<file path="src/rtl/clkmode_pkg.sv">
package clkmode_pkg;
  localparam int STRAP_W = 3;
  localparam int STOP_SEL_W = 2;
  localparam int MODE_N = 4;

  typedef enum logic [1:0] {
    CM_EXT        = 2'd0,
    CM_PLL_1TO1   = 2'd1,
    CM_PLL_EXTREF = 2'd2,
    CM_PLL_XTAL   = 2'd3
  } clk_mode_e;

  // Undefined codes fall back to the external clock mode.
  function automatic clk_mode_e decode_strap(input logic [STRAP_W-1:0] code);
    case (code)
      3'b100:  return CM_PLL_1TO1;
      3'b110:  return CM_PLL_EXTREF;
      3'b111:  return CM_PLL_XTAL;
      default: return CM_EXT;
    endcase
  endfunction

  function automatic logic [MODE_N-1:0] mode_onehot(input clk_mode_e m);
    return MODE_N'(1) << m;
  endfunction

  // A stop exit opens the wake window only with fast wake-up and the deepest stop depth.
  function automatic logic deep_fast_exit(input logic fast, input logic [STOP_SEL_W-1:0] sel);
    return fast && (sel == {STOP_SEL_W{1'b1}});
  endfunction
endpackage

</file>
<file path="src/rtl/strap_latch.sv">
module strap_latch
  import clkmode_pkg::*;
(
  input  logic               clk,
  input  logic               por_n,
  input  logic               rst_n,
  input  logic [STRAP_W-1:0] strap_i,
  output logic [STRAP_W-1:0] strap_q_o,
  output logic               change_evt_o,
  output logic               lol_o
);
  logic have_q;

  // Compare against the held sample only once a sample exists since power-on.
  assign change_evt_o = !rst_n && have_q && (strap_i != strap_q_o);

  always_ff @(posedge clk or negedge por_n) begin
    if (!por_n) begin
      strap_q_o <= '0;
      have_q    <= 1'b0;
      lol_o     <= 1'b0;
    end else if (!rst_n) begin
      strap_q_o <= strap_i;
      have_q    <= 1'b1;
      lol_o     <= change_evt_o;
    end else begin
      lol_o     <= 1'b0;
    end
  end
endmodule

</file>
<file path="src/rtl/wake_window.sv">
module wake_window
  import clkmode_pkg::*;
(
  input  logic                  clk,
  input  logic                  por_n,
  input  logic                  rst_n,
  input  logic                  stop_active,
  input  logic                  fast_wake,
  input  logic [STOP_SEL_W-1:0] stop_sel,
  input  logic                  osc_ready,
  output logic                  win_o,
  output logic                  open_evt_o,
  output logic                  close_evt_o
);
  logic stop_prev, osc_prev;

  assign open_evt_o  = stop_prev && !stop_active && deep_fast_exit(fast_wake, stop_sel);
  assign close_evt_o = osc_ready && !osc_prev;

  always_ff @(posedge clk or negedge por_n) begin
    if (!por_n) begin
      stop_prev <= 1'b0;
      osc_prev  <= 1'b0;
      win_o     <= 1'b0;
    end else if (!rst_n) begin
      stop_prev <= 1'b0;
      osc_prev  <= osc_ready;
      win_o     <= 1'b0;
    end else begin
      stop_prev <= stop_active;
      osc_prev  <= osc_ready;
      if (open_evt_o)       win_o <= 1'b1;
      else if (close_evt_o) win_o <= 1'b0;
    end
  end
endmodule

</file>
<file path="src/rtl/loc_tracker.sv">
module loc_tracker (
  input  logic clk,
  input  logic por_n,
  input  logic rst_n,
  input  logic ext_mode,
  input  logic loc_event,
  input  logic loc_en,
  input  logic win,
  input  logic rd_en,
  output logic detect_o,
  output logic sticky_o,
  output logic flag_now_o,
  output logic status_o
);
  assign detect_o   = loc_event && (loc_en || win);
  assign flag_now_o = !ext_mode && (sticky_o || win);

  always_ff @(posedge clk or negedge por_n) begin
    if (!por_n) begin
      sticky_o <= 1'b0;
      status_o <= 1'b0;
    end else if (!rst_n) begin
      sticky_o <= 1'b0;
      status_o <= 1'b0;
    end else begin
      sticky_o <= !ext_mode && (sticky_o || detect_o);
      // The read takes the value from before this edge's update.
      if (rd_en) status_o <= flag_now_o;
    end
  end
endmodule

</file>
<file path="src/rtl/clk_mode_status.sv">
module clk_mode_status
  import clkmode_pkg::*;
(
  input  logic       clk,
  input  logic       por_n,
  input  logic       rst_n,
  input  logic [2:0] strap,
  input  logic       loc_event,
  input  logic       loc_en,
  input  logic       stop_active,
  input  logic       fast_wake,
  input  logic [1:0] stop_sel,
  input  logic       osc_ready,
  input  logic       rd_en,
  output logic       mode_ext,
  output logic       mode_1to1,
  output logic       mode_pll_ext,
  output logic       mode_pll_xtal,
  output logic       lol_pulse,
  output logic       loc_status
);
  logic [STRAP_W-1:0] strap_q;
  logic               strap_change;
  logic [MODE_N-1:0]  mode_oh;
  logic               wake_win, wake_open, wake_close;
  logic               loc_detect, loc_sticky, loc_flag_now;

  strap_latch u_strap (
    .clk(clk), .por_n(por_n), .rst_n(rst_n), .strap_i(strap),
    .strap_q_o(strap_q), .change_evt_o(strap_change), .lol_o(lol_pulse)
  );

  assign mode_oh       = mode_onehot(decode_strap(strap_q));
  assign mode_ext      = mode_oh[CM_EXT];
  assign mode_1to1     = mode_oh[CM_PLL_1TO1];
  assign mode_pll_ext  = mode_oh[CM_PLL_EXTREF];
  assign mode_pll_xtal = mode_oh[CM_PLL_XTAL];

  wake_window u_wake (
    .clk(clk), .por_n(por_n), .rst_n(rst_n), .stop_active(stop_active),
    .fast_wake(fast_wake), .stop_sel(stop_sel), .osc_ready(osc_ready),
    .win_o(wake_win), .open_evt_o(wake_open), .close_evt_o(wake_close)
  );

  loc_tracker u_loc (
    .clk(clk), .por_n(por_n), .rst_n(rst_n), .ext_mode(mode_ext),
    .loc_event(loc_event), .loc_en(loc_en), .win(wake_win), .rd_en(rd_en),
    .detect_o(loc_detect), .sticky_o(loc_sticky), .flag_now_o(loc_flag_now),
    .status_o(loc_status)
  );
endmodule

</file>
<file path="config.mk">
export PLATFORM = sky130hd
export DESIGN_NAME = clk_mode_status
export DESIGN_NICKNAME = d
export VERILOG_FILES = /design/src/rtl/clkmode_pkg.sv /design/src/rtl/strap_latch.sv /design/src/rtl/wake_window.sv /design/src/rtl/loc_tracker.sv /design/src/rtl/clk_mode_status.sv
export SDC_FILE = /design/constraint.sdc
export NUM_CORES = 1
export LEC_CHECK = 0
export ABC_CLOCK_PERIOD_IN_PS = 1000
export BUFFER_PORTS_ARGS = -buffer_cell sky130_fd_sc_hd__buf_2
export CAP_MARGIN = 10
export CORE_AREA = 3 3 40 42
export CTS_CLUSTER_DIAMETER = 40
export DETAILED_ROUTE_END_ITERATION = 12
export DIE_AREA = 0 0 43 45
export GPL_ROUTABILITY_DRIVEN = 0
export GPL_TIMING_DRIVEN = 0
export PLACE_DENSITY = 0.66
export RECOVER_POWER = 25
export SETUP_SLACK_MARGIN = 0.05
export SKIP_CTS_REPAIR_TIMING = 1
export SLEW_MARGIN = 20
export SYNTH_ARGS = -nofsm -noshare
export SYNTH_HDL_FRONTEND = slang
export SYNTH_SLANG_ARGS = --single-unit
export TNS_END_PERCENT = 10
</file>
<file path="constraint.sdc">
create_clock -name clk -period 1 [get_ports clk]
set_input_delay 0.15 -clock clk [delete_from_list [all_inputs] [get_ports clk]]
set_output_delay 0.15 -clock clk [all_outputs]
set_load 0.02 [all_outputs]
</file>
Yosys cells after proc, flatten, opt, wreduce, memory -nomap -nowiden
Cells that the tools add are included.

word-level totals
  flip-flop bits (word level) = 10
  input port bits = 14
  logic and storage cells = 41

cells by class
  equality and inequality tests = 7
  shift operators = 1
  muxes and demuxes = 9
  reduce and logical (&&, ||, !) cells = 16

operators with widths
  kind                 count
  $eq 3x3->1 const B   3
  $logic_and 1x1->1    9
  $mux 1               8
  $pmux 2 s3           1
  $logic_not 1->1      4
  $shl 1x2->4 const A  1
  $logic_or 1x1->1     3
  $ne 3x1->1 const B   1
  $ne 3x3->1           1
  $eq 2x2->1 const B   1
  $ne 2x1->1 const B   1

Longest topological paths before layout
  word-level depth = 7
  depth in mapped cells = 3

Cells and area by module
Synthesis repeated with hierarchy kept, for this count alone.

unflattened totals
  cells, all modules = 42
  area, all modules = 490.5 um2

modules (own cells, without submodules)
  module           times used  cells an instance  area an instance (um2)  seq. area each (um2)
  strap_latch      1           15                 210.2                   125.1
  wake_window      1           11                 143.9                   75.1
  loc_tracker      1           10                 97.6                    50.0
  clk_mode_status  1           6                  38.8                    0.0

Least setup slack after synthesis
No wires, ideal clock.

  path kind = register to register
  from = register u_strap.strap_q_o[0]
  to = register u_loc.status_o
  arrival = 0.974 ns
  data required time = 0.856 ns
  slack = -0.118 ns
  cell stages (with the launch flop) = 4
  path buffers = 0
  path through = dfrtp_1 > inv_1 > o21ai_1 > o31ai_1

on the way
  word-level cells in the longest chain between the ends = 7
  elaborated cells between the ends (all ways) = 9
  those cells by class = 3 x eq/ne; 1 x shift; 3 x mux; 2 x reduce/logical

ends and longest elaborated chain
  element                 RTL line               text
  from (decl)             strap_latch.sv:8       output logic [STRAP_W-1:0] strap_q_o,
  from (signal assigned)  strap_latch.sv:23      strap_q_o <= strap_i;
  $eq 3x3->1              clkmode_pkg.sv:15      case (code)
  $pmux 2 s3 *            clkmode_pkg.sv:15
  $shl 1x2->4 *           clkmode_pkg.sv:24      return MODE_N'(1) << m;
  named net mode_ext      clk_mode_status.sv:15  output logic mode_ext,
  $logic_not 1->1 *       loc_tracker.sv:16      assign flag_now_o = !ext_mode && (sticky_o || win);
  $logic_and 1x1->1 *     loc_tracker.sv:16
  $mux 1 *                loc_tracker.sv:28      if (rd_en) status_o <= flag_now_o;
  $mux 1 *                loc_tracker.sv:22      end else if (!rst_n) begin
  to (signal assigned)    loc_tracker.sv:28
  to (decl)               loc_tracker.sv:13      output logic status_o

Mark *: on every way through the listed nets, which the timed path passes. The rest lies on a longest branch. The select of a mux whose other input is x is not followed.
A chain may end at the register's enable or synchronous reset.

Worst setup path after layout
  from = register u_strap.strap_q_o[0]
  to = output port mode_pll_ext

on the way
  word-level cells in the longest chain between the ends = 3
  elaborated cells between the ends (all ways) = 5
  those cells by class = 3 x eq/ne; 1 x shift; 1 x mux

ends and longest elaborated chain
  element        RTL line               text
  $eq 3x3->1     clkmode_pkg.sv:15
  $pmux 2 s3 *   clkmode_pkg.sv:15
  $shl 1x2->4 *  clkmode_pkg.sv:24
  to (decl)      clk_mode_status.sv:17  output logic mode_pll_ext,

Every way passes the cells marked *; elsewhere a longest branch is shown, timed or not.

==> results.cfg <==
[run_status]
status = finished with violations
violations = setup timing

[worst_hold_path]
hp-class = in -> reg

[clocking]
clk_pin_slew_worst_paths_ns = 0.06
insertion_delay_ns = 0.26
cts_root_buffer = clkbuf_4
clockBufferDepth = 2
h-tree-depth = 1
cts_tree = done
cts.sinks = 10
cts_buffers = 3

[power]
p_per_area_mw_per_mm2 = 1542
peakVddDrop_mv = 0.7008
p_int_mw = 0.7399
power.switching_mw = 0.2384
power.leakage_nw = 0.2938
power_frac_comb = 0.171
clockPowerShare = 0.361
seq_power_share = 0.468
switching_share = 0.2437

[sta]
worst_slew_pin_slew_ns = 0.5300
maxSlewViolCount = 0
finalClockSkew_ns = 0.002125
rsz0062_at_grt = yes
min_period_ns = 1.237
worst_slack_ns = -0.2372
fmaxAchievable_mhz = 808.3
setup_viol_count_final = 4
period_share = 1.237
finalHoldViolCount = 0
maxSlewHeadroom = 0.6467

[floorplanning]
start_util = 0.3398
die_y_um = 45
boundaryPins = 20
dieArea_mm2 = 0.001935
die_w_um = 43
core_mm2 = 0.001285
rows = 13

[final_layout]
synthToLayoutAreaGrowth_pct = 45.27
final_core_util = 0.4937
fin_cells = 76
final_nets = 76
drive_gt1_frac = 0.4918
n_fill_cell = 123
n_antenna_cell = 0

[global_route]
overflow = 0
grt_max_degree = 11
grt_antenna_before_repair = 0
grt_first_pass_wirelength_um = 1386
grt_pass1_vias = 338
grt_usage = 0.1025

[synthesis]
yosys.area_share.simple = 0.1576
synth_top_family_by_area = simple AND/OR/NAND/NOR gates
muxShareOfSynthArea = 0.07736
yosysWarnings = 0
seq_area_frac_synth = 0.5731
yosys.area.top_type = dfrtp_1
ys_top_cells_by_area = dfrtp_1 57%, mux2_2 7.7%, xnor2_1 6.0%, nor3b_1 3.4%, and3_1 2.9%
synth_compound_area_frac = 0.09456
synth-seq-cells = 10
synth_top_area_share = 0.5731
synth_xor_xnor_area_share = 0.06017
ys_types = 19
synth_fp_nets = 52
synthAdderAreaFrac = 0
syn_area_um2 = 436.7
syn_avg_cell_area_um2 = 11.49
synth_cells = 38

[detailed_routing]
via_per_inst = 4.553
firstDrtPassIters = 1
drc = 0
via_count = 346
first_iter_violations = 0
antenna_left = 0
wire_per_inst_um = 10.84
wirelength_um = 824

[setup_path]
crit_fanout = 5
end_kind = output port
cp.required_ns = 0.85
path_class = reg -> out
cp_slowest_stage_delay_ns = 0.44
critPathBufInv = 2
crit_chain = inv_2 -> and3_4 -> buf_6
crit_arrival_ns = 1.09
crit_slowest_cell = dfrtp_2
critical-path-top-delay-family = flip-flops
startpoint_type = flip-flop

[placed_design]
post-place-cells = 71
dp_slack_ns = -0.02779
port_buffers = 18

[job]
cap_violations = 0
## final timing paths
path	startpoint	to	slack (ns)	cells past startpoint
max	u_strap.strap_q_o[0]$_DFFE_PN0N_	mode_pll_ext	-0.24	3
min	osc_ready	u_wake.osc_prev$_DFF_PN0_	0.02	1
max reg2reg	u_strap.strap_q_o[1]$_DFFE_PN0N_	u_strap.lol_o$_DFF_PN0_	0.04	2
min reg2reg	u_strap.have_q$_DFFE_PN0N_	u_strap.have_q$_DFFE_PN0N_	0.46	2
max in group asynchronous	por_n	u_strap.strap_q_o[2]$_DFFE_PN0N_	0.25	2
min in group asynchronous	por_n	u_loc.status_o$_DFFE_PN0P_	0.37	2
## cell usage after synthesis, drive strengths merged
cell / count
dfrtp: 10
inv: 3
mux2: 3
xnor2: 3
and3: 2
nand2: 2
nor2: 2
nor3b: 2
o21ai: 2
a21boi: 1
a311oi: 1
and2: 1
buf: 1
nand3b: 1
nand4: 1
nor2b: 1
o21a: 1
o31ai: 1
## cell families after synthesis
group	Yosys count
compound gates	6
xor+xnor	3
simple gates	12
buf+inv	4
flops	10
mux	3
## sequential cells by signal, summed over array words and instances, names as in the netlist
name / count
u_wake.stop_prev: 1
u_strap.strap_q_o: 3
u_loc.sticky_o: 1
u_strap.lol_o: 1
u_loc.status_o: 1
u_wake.osc_prev: 1
u_wake.win_o: 1
u_strap.have_q: 1
## through the flow
stage	setup TNS, ns	power (mW)	cell area [µm²]	hold WS, ns
2_1_floorplan	0	0.5421	445.4	-0.1456
3_3_place_gp	-0.01239	0.6027	554.3	0.01918
3_5_place_dp	-0.02779	0.6064	554.3	0.02205
4_1_cts	-1.042	0.9696	590.6	-0.2643
5_1_grt	-1.031	1.030	634.4	0.01573
6_report	-0.8474	0.9783	634.4	0.01779
## cells in the final DEF (no fill, tap or decap), types with 2 or more instances in the layout
master,Yosys,routed
xnor2_1,3,3
buf_2,1,12
clkbuf_4,0,3
dfrtp_1,10,7
nand2_1,2,2
dfrtp_2,0,3
clkbuf_1,0,3
inv_1,3,2
nor2_1,2,2
buf_6,0,3
mux2_2,3,3
## area by class of cell
class                   count  area, µm²  share of cell area
repair buffers             19      118.9              0.1874
well taps                  15      18.77             0.02959
multi-input cells          24      191.4              0.3018
clock buffers               4      36.28             0.05720
inverters                   3      11.26             0.01775
plain buffers               1      3.754            0.005917
flip-flops and latches     10      254.0              0.4004
## power groups by stage
| stage | clock network, mW | registers (mW) | logic [mW] |
|---|---|---|---|
| after floorplan | 0 | 0.459 | 0.0827 |
| after global placement | 0 | 0.457 | 0.145 |
| after detailed placement | 0 | 0.458 | 0.148 |
| after CTS | 0.370 | 0.451 | 0.148 |
| after global routing | 0.383 | 0.461 | 0.186 |
| final | 0.353 | 0.458 | 0.167 |
## worst register-to-register path: cells and delay by family (launching register included)
family / cells / cell delay, ns
XOR/XNOR: 1 / 0.14
flip-flops: 1 / 0.46
AO/OA/AOI/OAI: 1 / 0.26
## per-layer routing
metal,global-route usage,vias to the layer above,share of wire
met3,0.02390,2,0.086
met2,0.1647,15,0.46
met4,0.09036,0,0.017
li1,-,178,-
met5,0,-,0
met1,0.1139,151,0.43
No activity file was read; power rests on OpenSTA's default activity.
